[config.mk]
export PLATFORM = sky130hd
export DESIGN_NAME = hazard_ctrl
export DESIGN_NICKNAME = d
export VERILOG_FILES = /design/src/rtl/hzd_pkg.sv /design/src/rtl/hzd_loaduse.sv /design/src/rtl/hzd_branch_fsm.sv /design/src/rtl/hzd_select.sv /design/src/rtl/hazard_ctrl.sv
export SDC_FILE = /design/constraint.sdc
export NUM_CORES = 1
export LEC_CHECK = 0
export ABC_AREA = 1
export BUFFER_PORTS_ARGS = -buffer_cell sky130_fd_sc_hd__buf_2
export CAP_MARGIN = 15
export CORE_AREA = 2 2 39 41
export DETAILED_ROUTE_END_ITERATION = 12
export DIE_AREA = 0 0 41 43
export HOLD_SLACK_MARGIN = 0.03
export PLACE_DENSITY = 0.65
export SYNTH_ARGS = -nofsm -noshare
export SYNTH_HDL_FRONTEND = slang
export SYNTH_SLANG_ARGS = --single-unit
[constraint.sdc]
create_clock -name clk -period 1 [get_ports clk]
set_input_delay 0 -clock clk [delete_from_list [all_inputs] [get_ports clk]]
set_output_delay 0 -clock clk [all_outputs]
set_load 0.01 [all_outputs]
[src/rtl/hzd_pkg.sv]
package hzd_pkg;

    typedef enum logic {
        HZ_RUN    = 1'b0,
        HZ_FREEZE = 1'b1
    } hz_state_e;

    typedef struct packed {
        logic pc_hold;
        logic ifid_hold;
        logic ifid_squash;
        logic idex_bubble;
    } hz_ctrl_t;

endpackage

[src/rtl/hzd_loaduse.sv]
module hzd_loaduse #(
    parameter int IDX_W   = 5,
    parameter int NUM_SRC = 2
) (
    input  logic                            id_valid,
    input  logic [NUM_SRC-1:0][IDX_W-1:0]   id_src_idx,
    input  logic [NUM_SRC-1:0]              id_src_used,
    input  logic                            ex_valid,
    input  logic                            ex_load,
    input  logic [IDX_W-1:0]                ex_dst_idx,
    output logic                            hit
);
    logic [NUM_SRC-1:0] src_match;
    logic               dst_live;

    // the zero register never carries a dependency
    assign dst_live = ex_valid && ex_load && (ex_dst_idx != '0);

    for (genvar s = 0; s < NUM_SRC; s++) begin : g_src
        assign src_match[s] = id_src_used[s] && (id_src_idx[s] == ex_dst_idx);
    end

    assign hit = id_valid && dst_live && (|src_match);
endmodule

[src/rtl/hzd_branch_fsm.sv]
module hzd_branch_fsm
    import hzd_pkg::*;
#(
    parameter int FREEZE_LEN = 3
) (
    input  logic      clk,
    input  logic      rst_n,
    input  logic      branch_in_id,
    output logic      freeze,
    output hz_state_e state_o
);
    localparam int CNT_W = (FREEZE_LEN > 2) ? $clog2(FREEZE_LEN) : 1;
    localparam logic [CNT_W-1:0] CNT_LOAD = CNT_W'(FREEZE_LEN - 2);

    hz_state_e        state_q, state_d;
    logic [CNT_W-1:0] cnt_q, cnt_d;
    logic             trigger;

    assign trigger = (state_q == HZ_RUN) && branch_in_id;

    // state register
    always_ff @(posedge clk or negedge rst_n) begin
        if (!rst_n) begin
            state_q <= HZ_RUN;
            cnt_q   <= '0;
        end else begin
            state_q <= state_d;
            cnt_q   <= cnt_d;
        end
    end

    // next state
    always_comb begin
        state_d = state_q;
        cnt_d   = cnt_q;
        unique case (state_q)
            HZ_RUN: begin
                if (trigger) begin            // branch seen
                    state_d = HZ_FREEZE;
                    cnt_d   = CNT_LOAD;
                end
            end
            HZ_FREEZE: begin
                if (cnt_q == '0) begin        // freeze done
                    state_d = HZ_RUN;
                end else begin                // count down
                    cnt_d = cnt_q - 1'b1;
                end
            end
            default: state_d = HZ_RUN;
        endcase
    end

    // outputs
    always_comb begin
        freeze  = trigger || (state_q == HZ_FREEZE);
        state_o = state_q;
    end
endmodule

[src/rtl/hzd_select.sv]
module hzd_select
    import hzd_pkg::*;
(
    input  logic     freeze,
    input  logic     loaduse,
    input  logic     structural,
    output hz_ctrl_t ctrl
);
    always_comb begin
        ctrl = '0;
        if (freeze) begin
            ctrl.pc_hold     = 1'b1;
            ctrl.ifid_squash = 1'b1;
        end else if (loaduse) begin
            ctrl.pc_hold     = 1'b1;
            ctrl.ifid_hold   = 1'b1;
            ctrl.idex_bubble = 1'b1;
        end else if (structural) begin
            ctrl.pc_hold     = 1'b1;
            ctrl.ifid_squash = 1'b1;
        end
    end
endmodule

[src/rtl/hazard_ctrl.sv]
module hazard_ctrl
    import hzd_pkg::*;
#(
    parameter int IDX_W      = 5,
    parameter int NUM_SRC    = 2,
    parameter int FREEZE_LEN = 3
) (
    input  logic                          clk,
    input  logic                          rst_n,
    input  logic                          id_valid,
    input  logic [NUM_SRC-1:0][IDX_W-1:0] id_src_idx,
    input  logic [NUM_SRC-1:0]            id_src_used,
    input  logic                          id_branch,
    input  logic                          ex_valid,
    input  logic                          ex_load,
    input  logic [IDX_W-1:0]              ex_dst_idx,
    input  logic                          mem_valid,
    input  logic                          mem_load,
    input  logic                          mem_store,
    output logic                          pc_hold,
    output logic                          ifid_hold,
    output logic                          ifid_squash,
    output logic                          idex_bubble
);
    logic      lu_hit;
    logic      port_busy;
    logic      freeze;
    hz_state_e fsm_state;
    hz_ctrl_t  ctrl;

    hzd_loaduse #(.IDX_W(IDX_W), .NUM_SRC(NUM_SRC)) u_loaduse (
        .id_valid    (id_valid),
        .id_src_idx  (id_src_idx),
        .id_src_used (id_src_used),
        .ex_valid    (ex_valid),
        .ex_load     (ex_load),
        .ex_dst_idx  (ex_dst_idx),
        .hit         (lu_hit)
    );

    hzd_branch_fsm #(.FREEZE_LEN(FREEZE_LEN)) u_branch (
        .clk          (clk),
        .rst_n        (rst_n),
        .branch_in_id (id_valid && id_branch),
        .freeze       (freeze),
        .state_o      (fsm_state)
    );

    // the shared memory port is taken by any data access in MEM
    assign port_busy = mem_valid && (mem_load || mem_store);

    hzd_select u_select (
        .freeze     (freeze),
        .loaduse    (lu_hit),
        .structural (port_busy),
        .ctrl       (ctrl)
    );

    assign pc_hold     = ctrl.pc_hold;
    assign ifid_hold   = ctrl.ifid_hold;
    assign ifid_squash = ctrl.ifid_squash;
    assign idex_bubble = ctrl.idex_bubble;
endmodule

; Yosys cells after proc, flatten, opt, wreduce, memory -nomap -nowiden
; Cells that the tools add are included.
[classes]
add_sub_neg = 1
n_eq_ne = 4
mux = 13
bitwise = 1
reduce_logical = 15
[ops]
columns = operator, count
row1 = $eq 5x5->1, 2
row2 = $logic_and 1x1->1, 9
row3 = $mux 1, 9
row4 = $reduce_bool 5->1, 1
row5 = $mux 2, 2
row6 = $pmux 2 s2, 1
row7 = $logic_not 2->1, 1
row8 = $logic_or 1x1->1, 2
row9 = $ne 2x1->1 const B, 1
row10 = $ne 2x2->1 const B, 1
row11 = $pmux 1 s2, 1
row12 = $reduce_and 2->1, 1
row13 = $reduce_or 2->1, 1
row14 = $sub 2x1->2 const B, 1
row15 = $not 1->1, 1
[word_totals]
regBits = 3
output_inout_bits = 4

; Longest topological paths before layout
; Gate-level depths: netlist (run 1).
[depth]
word_depth = 6
ltp_mapped = 9

; Modules after synthesis
; A second synthesis (run 1) with hierarchy kept.
[hier_totals]
cells_unflattened = 85
area_unflattened_um2 = 431.7
[modules_own_cells]
columns = module, n_inst, cells_per_inst, area_per_inst_um2, seq_area_each_um2
row1 = hzd_loaduse, 1, 52, 215.2, 0.0
row2 = hzd_branch_fsm, 1, 20, 163.9, 75.1
row3 = hzd_select, 1, 8, 33.8, 0.0
row4 = hazard_ctrl, 1, 5, 18.8, 0.0

; Worst setup path after synthesis (run 1)
; No wires, ideal clock.
[synth_path]
path_kind = register to output
startpoint = register u_branch.state_q (netlist: u_branch.state_o)
endpoint = output ifid_hold
arrival_time_ns = 1.055
required_ns = 1.000
path_slack_ns = -0.055
stages_incl_launch_ff = 5
n_path_buf = 1
cell_sequence = dfrtp_1 > a21oi_1 > inv_1 > nor2_1 > buf_4
[synth_between]
elab_chain_cells = 4
[synth_rtl]
columns = element, line_no
row1 = start: declaration, hzd_branch_fsm.sv:15  ; hz_state_e state_q, state_d;
row2 = start signal: assignment, hzd_branch_fsm.sv:27  ; state_q <= state_d;
row3 = $not 1->1, --
row4 = $logic_and 1x1->1, hzd_branch_fsm.sv:19  ; assign trigger = (state_q == HZ_RUN) && branch_in_id;
row5 = $logic_or 1x1->1 *, hzd_branch_fsm.sv:56  ; freeze = trigger || (state_q == HZ_FREEZE);
row6 = $mux 1 *, --
row7 = end: declaration, hazard_ctrl.sv:21  ; output logic ifid_hold,
; Every way passes the cells marked *; elsewhere a longest branch is shown, timed or not.

; Worst setup path after layout (run 1)
[layout_path]
startpoint = register u_branch.state_q (netlist: u_branch.state_o)
endpoint = output pc_hold
[layout_between]
elab_chain_cells = 4
[layout_rtl]
columns = element, line_no
row1 = $not 1->1, --
row2 = $logic_and 1x1->1, hzd_branch_fsm.sv:19
row3 = $logic_or 1x1->1 *, hzd_branch_fsm.sv:56
row4 = $mux 1 *, hzd_select.sv:11  ; if (freeze) begin
row5 = end: declaration, hazard_ctrl.sv:20  ; output logic pc_hold,
; Marks and branches as above.

==> impl_metrics.tcl, run 1 <==
set metrics [dict create \
    status "finished with violations" \
    violations "negative setup slack" \
    rsz0062_at_grt "yes" \
    viasPerCell 4.12 \
    slew_headroom_pct 88.2 \
    timing.fmax_ghz 0.906 \
    die_w_um 41 \
    synth_area_um2 402 \
    synth-compound-area-share_pct 9.03 \
    p_per_area_nw_per_um2 1660 \
    synth_area_leaders "nand2_1 31%, dfrtp_1 19%, inv_1 14%" \
    synth_top_family_by_area "simple AND/OR/NAND/NOR gates" \
    overflow 0 \
    finalWorstSetupSlack_ps -104 \
    slowest_stage "dfrtp_1" \
    synth_warnings 0 \
    wl_per_cell_um 7.65 \
    tritoncts.num_buffers 3 \
    drt-initial-drc-count 4 \
    fin_crit_ps 1100 \
    hp-class "in2async" \
    synthSimpleGateAreaFrac_pct 50.5 \
    worstPathMaxFanout 2 \
    antenna_left 0 \
    avgSynthCellArea_um2 5.08 \
    drv_slew 0 \
    grt_max_degree 6 \
    worstSetupStartpointType "flop" \
    cts_buffer_depth 2 \
    ys_seq_elements 3 \
    seq_power_share_pct 19.5 \
    yosysTopAreaCell "nand2_1" \
    r2r-end "u_branch.cnt_q[0]$_DFFE_PN0P_" \
    async_reset_ff_share_pct 100 \
    hold_viol 0 \
    clkPwrFrac_pct 18.6 \
    vias 548 \
    synth_most_common_cell "nand2_1" \
    grt_util_all_layers_pct 13.2 \
    port_buffers 29 \
    clockRootBuffer "clkbuf_4" \
    total_power_mw 1.10 \
    synth_edf_count 0 \
    ios 30 \
    synthCells 79 \
    r2r_cells 5 \
    synth_mux_area_share_pct 0 \
    cp-startpoint "u_branch.state_o$_DFF_PN0_" \
    cts_num_sinks 3 \
    p_sw_mw 0.410 \
    areaGrowthSynthToFinish_pct 65.4 \
    htree_num_levels 1 \
    ir_worst_vdd_uv 1330 \
    min_period_over_period_pct 110 \
    path_clk_slew_ps 40 \
    die_y_um 43 \
    rrSetupSlack_ps -10 \
    synth_top_area_share_pct 30.8 \
    pwr-share-comb_pct 61.9 \
    grt_pass1_wl_mm 1.62 \
    cp-end-kind "output pin" \
    dp.final_hpwl_um 824 \
    rows 14 \
    core-area_um2 1380 \
    crit_arrival_ps 1100 \
    start_util_pct 29.0 \
    antenna_cells 0 \
    dp.cells 125 \
    cp-endpoint "pc_hold" \
    setup_viol 5 \
    drt_pass1_iterations 3 \
    path_class "reg2out" \
    synth_fa_ha_area_share_pct 3.12 \
    grt_pass1_vias 480 \
    worst_pin_slew_ps 176 \
    syn-num-nets 106 \
    crit_cells 5 \
    fin_nets 145 \
    gp_congestion 0.736 \
    clock_latency_ps 230 \
    synthTopCellsByCount "33 x nand2_1, 15 x inv_1, 10 x nor2_1" \
    synth_seq_area_share_pct 18.7 \
    crit_path_max_incr_delay_ps 390 \
    cts_tree "built" \
    synth_xor_xnor_area_share_pct 0 \
    fin_skew_ps 1.67 \
    synth-main-ff-cell "dfrtp_1" \
    drc_errors 0 \
    power.share.switching_pct 37.3 \
    max_cap_violations 0 \
    p_int_mw 0.690 \
    yosysUniqueCellTypes 16 \
    r2r-start "u_branch.state_o$_DFF_PN0_" \
    instances_no_fill 133 \
    drt_wl_total_mm 1.02 \
    crit_required_ps 1000 \
    cp_cell_sequence "a21oi_2 -> inv_2 -> nor2_2 -> nand2_1 -> buf_2" \
    die-area_um2 1760 \
    drive_gt1_share_pct 44.4 \
    grt_antenna_before_repair 0 \
    leakage_nw 0.429 \
    path_buf_inv 2 \
    path_delay_family "flip-flops" \
]
through the flow:
step	TNS, ps	utilization [%]	setup slack (ps)	hold WS (ps)	instance area (um2)
after detailed placement	-7.43	41.7	-4.12	-201	577
final	-317	48.0	-104	98.0	664
after floorplan	0	-	0.802	-296	404
after global placement	0	41.7	25.1	-201	577
after CTS	-316	45.8	-99.1	88.9	634
after global routing	-604	48.0	-178	106	664
cells in the final DEF (no fill, tap or decap), drive strengths merged:
master       count
a21oi            2
buf             34
clkbuf           4
dfrtp            3
dlygate4sd3      1
ha               1
inv             18
nand2           34
nand3            2
nand4            2
nor2            12
o21a             1
o21ai            3
how the worst min path moves through the flow:
stage | endpoint
floorplan | u_branch.cnt_q[0]$_DFFE_PN0P_
global placement | u_branch.cnt_q[1]$_DFFE_PN0P_
detailed placement | u_branch.state_o$_DFF_PN0_
CTS | u_branch.state_o$_DFF_PN0_
global route | u_branch.cnt_q[0]$_DFFE_PN0P_
finish | u_branch.cnt_q[0]$_DFFE_PN0P_
logic make-up (layout without fill, tap and decap cells):
logic type	Yosys count	after routing
AND/OR/NAND/NOR	50	50
flip-flops	3	3
buffers and inverters	19	57
adder cells (fa/ha/maj)	1	1
AO/OA/AOI/OAI	6	6
sequential cells by signal, indices dropped and copies added, names as in the netlist:
signal / flops
u_branch.state_o: 1
u_branch.cnt_q: 2
layer usage:
layer | part of all wire, % | GRT usage [%] | vias up
met4 | 0 | 8.00 | 0
met3 | 7.6 | 3.66 | 0
li1 | - | - | 306
met5 | 0 | 0 | -
met2 | 54 | 22.8 | 13
met1 | 39 | 12.7 | 229
area by class of cell:
class,count,area (um2)
clock buffer,4,26.3
fill,152,719
inverter,18,67.6
multi-input combinational,57,273
sequential,3,75.1
tap,16,20.0
timing repair buffer,35,203
power groups by stage:
stage               logic, mW  clock network [mW]  registers [mW]
finish                  0.682               0.205           0.214
global placement        0.455                   0           0.199
floorplan               0.278                   0           0.205
detailed placement      0.468                   0           0.204
CTS                     0.547               0.216           0.207
global route            0.744               0.227           0.219
repair_timing:
item                       in CTS  in global routing
hold buffers                    1                  0
resized for setup               3                  8
buffers inserted                2                  1
setup endpoints to repair       6                  7
pin swaps                       3                  4
hold endpoints to repair        3                  0
Power figures use the tool's default switching activity.
==> inputs of run 2 (changes only) <==
--- a/config.mk
+++ b/config.mk
@@ -8,11 +8,13 @@
 export ABC_AREA = 1
 export BUFFER_PORTS_ARGS = -buffer_cell sky130_fd_sc_hd__buf_2
 export CAP_MARGIN = 15
-export CORE_AREA = 2 2 39 41
+export CELL_PAD_IN_SITES_DETAIL_PLACEMENT = 1
+export CELL_PAD_IN_SITES_GLOBAL_PLACEMENT = 2
+export CORE_MARGIN = 2
+export CORE_UTILIZATION = 14
 export DETAILED_ROUTE_END_ITERATION = 12
-export DIE_AREA = 0 0 41 43
 export HOLD_SLACK_MARGIN = 0.03
-export PLACE_DENSITY = 0.65
+export PLACE_DENSITY_LB_ADDON = 0.1
 export SYNTH_ARGS = -nofsm -noshare
 export SYNTH_HDL_FRONTEND = slang
 export SYNTH_SLANG_ARGS = --single-unit
==> run 2 against run 1 <==
Net effect:
- the flow still finishes with violations (negative setup slack)
- power shrank 0.95%
- count of clock-buffer cells in the layout stayed put
- global-route usage is 5.2 points lower
- critical path type unchanged
- critical endpoint unchanged
==> impl_metrics.tcl, run 2 (synthesized netlist as in run 1, its figures left out) <==
set metrics [dict create \
    cp_cell_sequence "a21oi_2 -> inv_2 -> nor2_2 -> nand2_1 -> buf_2" \
    cts_num_sinks 3 \
    path_buf_inv 2 \
    die_w_um 57.6 \
    drv_slew 0 \
    rows 19 \
    violations "negative setup slack" \
    cts_buffer_depth 2 \
    port_buffers 29 \
    fin_skew_ps 2.57 \
    crit_path_max_incr_delay_ps 380 \
    timing.fmax_ghz 0.924 \
    max_cap_violations 0 \
    largest-register "u_branch.cnt_q" \
    timing.hold.ws_ps 93.2 \
    hp-class "in2async" \
    finalWorstSetupSlack_ps -82.8 \
    drt-initial-drc-count 10 \
    drt_pass1_iterations 3 \
    grt_max_degree 6 \
    rsz0062_at_grt "yes" \
    die_y_um 57.6 \
    slew_headroom_pct 89.1 \
    grt_util_all_layers_pct 7.99 \
    path_delay_family "flip-flops" \
    grt_pass1_wl_mm 2.10 \
    drc_errors 0 \
    dp.final_hpwl_mm 1.09 \
    hold_viol 0 \
    die-area_um2 3310 \
    vias 570 \
    worstSetupStartpointType "flop" \
    fin_nets 145 \
    htree_num_levels 1 \
    post-route-util_pct 24.9 \
    start_util_pct 14.7 \
    drive_gt1_share_pct 44.4 \
    tns_ps -280 \
    largest_register_ffs 2 \
    final_common_cell "nand2_1" \
    crit_required_ps 1000 \
    worstPathMaxFanout 2 \
    min_period_over_period_pct 108 \
    antenna_cells 0 \
    final_area_um2 679 \
    crit_arrival_ps 1080 \
    grt_pass1_vias 527 \
    setup_viol 7 \
    path_class "reg2out" \
    cts_tree "built" \
    core-area_um2 2730 \
    tritoncts.num_buffers 3 \
    total_power_mw 1.09 \
    areaGrowthSynthToFinish_pct 69.2 \
    fin_crit_ps 1080 \
    viasPerCell 3.85 \
    slowest_stage "dfrtp_1" \
    path_clk_slew_ps 40 \
    cp-end-kind "output pin" \
    final_cell_mix "32 x nand2_1, 28 x buf_2, 12 x inv_1, 8 x nor2_1, 6 x inv_2" \
    clockRootBuffer "clkbuf_4" \
    gp_congestion 0.639 \
    ios 30 \
    overflow 0 \
    placed_cell_area_um2 596 \
    p_per_area_nw_per_um2 1600 \
    leakage_nw 0.428 \
    antenna_left 0 \
    grt_antenna_before_repair 0 \
    clock_latency_ps 230 \
    status "finished with violations" \
    wl_per_cell_um 8.79 \
    worst_pin_slew_ps 163 \
    ir_worst_vdd_uv 1050 \
    drt_wl_total_mm 1.30 \
]
## run 2: cell types whose count changed in the layout (fill, tap and decap cells not counted)
cell   delta
buf_4     +1
buf_6     -1
## run 2: what timing repair did
item,CTS,global route
gates resized for setup,7,3
setup buffers,2,1
hold buffers,1,0
gates cloned,0,0
setup endpoints to repair,6,6
endpoints found under the hold margin,3,0
pin swaps,2,2
## run 2: report_power, final
| group | internal, mW | switching [mW] |
|---|---|---|
| logic | 0.340 | 0.328 |
| registers | 0.182 | 0.0272 |
| clock network | 0.150 | 0.0632 |
## run 2: per-stage QoR
| stage | setup slack (ps) | cells |
|---|---|---|
| floorplan | 0.802 | 79 |
| global route | -158 | 148 |
| CTS | -93.4 | 147 |
| global placement | -40.0 | 140 |
| detailed placement | -25.0 | 140 |
| finish | -82.8 | 148 |
## run 2: final timing paths
check / startpoint / endpoint / slack (ps) / cells past startpoint
min in group clk: id_branch / u_branch.cnt_q[1]$_DFFE_PN0P_ / 340 / 5
min reg2reg: u_branch.cnt_q[1]$_DFFE_PN0P_ / u_branch.cnt_q[1]$_DFFE_PN0P_ / 530 / 2
max in group asynchronous: rst_n / u_branch.cnt_q[0]$_DFFE_PN0P_ / 800 / 2
max: u_branch.state_o$_DFF_PN0_ / pc_hold / -80 / 5
min: rst_n / u_branch.state_o$_DFF_PN0_ / 90 / 2
max reg2reg: u_branch.state_o$_DFF_PN0_ / u_branch.cnt_q[0]$_DFFE_PN0P_ / -50 / 5
## run 2: area by class of cell
type | count | area, um2
Fill cell | 379 | 2050
Multi-Input combinational cell | 57 | 273
Timing Repair Buffer | 35 | 199
Sequential cell | 3 | 75.1
Inverter | 18 | 67.6
Tap cell | 31 | 38.8
Clock buffer | 4 | 26.3
## run 2: metal layers
metal / track usage (%) / share of wire [%] / vias up
li1: - / - / 308
met1: 9.99 / 45 / 248
met2: 13.6 / 49 / 14
met3: 2.04 / 5.5 / 0
met4: 1.99 / 0 / 0
met5: 0 / 0 / -
==> inputs of run 3 (changes only) <==
==> constraint.sdc (replaced) <==
create_clock -name clk -period 1 [get_ports clk]
set_input_delay 0 -clock clk [delete_from_list [all_inputs] [get_ports clk]]
set_output_delay 0 -clock clk [all_outputs]
set_load 0.005 [all_outputs]
==> run 3 against run 2 <==
Net effect:
- the flow still finishes with violations (negative setup slack)
- count of clock-buffer cells in the layout stayed put
- register-to-register slack improved by 80 ps
- first-iteration DRC count down 10%
- critical path depth fell by 1
- setup slack improved by 12 ps
- design area is 0.18% lower
- largest cell class unchanged
- highest routed layer is now met4
==> impl_metrics.tcl, run 3 (synthesized netlist as in run 1, its figures left out) <==
set metrics [dict create \
    cts_buffer_depth 2 \
    clock_latency_ps 230 \
    tns_ps -209 \
    fin_skew_ps 4.39 \
    drive_gt1_share_pct 44.8 \
    drt_wl_total_mm 1.31 \
    instances_no_fill 147 \
    grt.met3_usage_pct 1.36 \
    htree_num_levels 1 \
    groute.layer.met1.usage_pct 10.6 \
    die_w_um 57.6 \
    wl_per_cell_um 8.90 \
    core-area_um2 2730 \
    fin_crit_ps 1070 \
    p_sw_mw 0.425 \
    fin_nets 144 \
    total_power_mw 1.09 \
    seq_power_share_pct 19.4 \
    clockRootBuffer "clkbuf_4" \
    port_buffers 29 \
    leakage_nw 0.422 \
    p_per_area_nw_per_um2 1600 \
    pwr-share-comb_pct 61.0 \
    timing.fmax_ghz 0.934 \
    worstSetupStartpointType "flop" \
    viasPerCell 3.76 \
    drt_pass1_iterations 4 \
    status "finished with violations" \
    hp-class "in2async" \
    drt-initial-drc-count 9 \
    finalWorstSetupSlack_ps -70.4 \
    die-area_um2 3310 \
    final_area_um2 678 \
    grt_pass1_wl_mm 2.24 \
    ios 30 \
    p_int_mw 0.663 \
    grtUsageMet2_pct 14.9 \
    start_util_pct 14.7 \
    largest_register_ffs 2 \
    grt_util_all_layers_pct 8.70 \
    overflow 0 \
    power.share.switching_pct 39.1 \
    cp-end-kind "output pin" \
    crit_arrival_ps 1070 \
    timing.hold.ws_ps 86.9 \
    vias 553 \
    worstPathMaxFanout 2 \
    gp_congestion 0.672 \
    rows 19 \
    violations "negative setup slack" \
    ir_worst_vdd_uv 788 \
    antenna_left 0 \
    drv_slew 0 \
    grt_pass1_vias 549 \
    largest-register "u_branch.cnt_q" \
    fill_cells 375 \
    path_clk_slew_ps 40 \
    final_cell_mix "32 x nand2_1, 29 x buf_2, 12 x inv_1, 7 x nor2_1, 6 x inv_2" \
    areaGrowthSynthToFinish_pct 68.8 \
    dp.cells 140 \
    clkPwrFrac_pct 19.6 \
    dp.final_hpwl_mm 1.09 \
    worst_pin_slew_ps 153 \
    path_class "reg2out" \
    slew_headroom_pct 89.7 \
    drc_errors 0 \
    max_cap_violations 0 \
    rsz0062_at_grt "yes" \
    die_y_um 57.6 \
    grt_max_degree 6 \
    grt_antenna_before_repair 0 \
    hold_viol 0 \
    cts_tree "built" \
    crit_required_ps 1000 \
    min_period_over_period_pct 107 \
    tritoncts.num_buffers 3 \
    final_common_cell "nand2_1" \
    placed_cell_area_um2 593 \
    antenna_cells 0 \
    top_usage_layer "met2" \
    setup_viol 4 \
    cts_num_sinks 3 \
]
run 3: power groups by stage:
stage / Sequential, mW / Clock, mW / Combinational, mW
floorplan: 0.205 / 0 / 0.266
global placement: 0.201 / 0 / 0.461
detailed placement: 0.202 / 0 / 0.466
CTS: 0.209 / 0.229 / 0.511
global route: 0.222 / 0.232 / 0.762
finish: 0.211 / 0.214 / 0.663
run 3: worst paths after layout:
kind                                             from  slack (ps)                            end  depth (start not counted)
max                        u_branch.state_o$_DFF_PN0_         -70                    ifid_squash                          4
min                                             rst_n          90     u_branch.state_o$_DFF_PN0_                          2
max reg2reg                u_branch.state_o$_DFF_PN0_          30  u_branch.cnt_q[0]$_DFFE_PN0P_                          5
min reg2reg                u_branch.state_o$_DFF_PN0_         590     u_branch.state_o$_DFF_PN0_                          2
max in group asynchronous                       rst_n         800  u_branch.cnt_q[1]$_DFFE_PN0P_                          2
min in group clk                             id_valid         270     u_branch.state_o$_DFF_PN0_                          4
run 3: cell type report:
type                    count  area, um2  share of cell area, %
flip-flops and latches      3       75.1                   11.1
inverters                  18       67.6                   9.96
well taps                  31       38.8                   5.72
multi-input cells          57        285                   42.1
clock buffers               4       26.3                   3.87
repair buffers             34        185                   27.3
run 3: what timing repair did:
action	4_1_cts	5_1_grt
setup endpoints to repair	6	6
hold endpoints to repair	3	0
resized for setup	4	8
hold buffers	1	0
pin swaps	2	2
setup buffers	1	1
run 3: metrics by stage:
stage / util [%] / setup slack [ps]
after global routing: 24.8 / -164
final: 24.8 / -70.4
after global placement: 21.7 / -0.479
after CTS: 23.6 / -97.0
after detailed placement: 21.7 / -21.8
after floorplan: - / 40.4
run 3: critical path, cell delays in order (launching register included):
cell	delay (ps)
dfrtp_1	380
a21oi_2	140
buf_4	160
nand2_2	40
buf_2	110
run 3: metal layers:
layer	up-vias	share of wire (%)	wire [um]
li1	306	-	-
met1	231	43	566
met2	14	51	666
met3	2	4.4	57
met4	0	1.4	18
met5	-	0	0
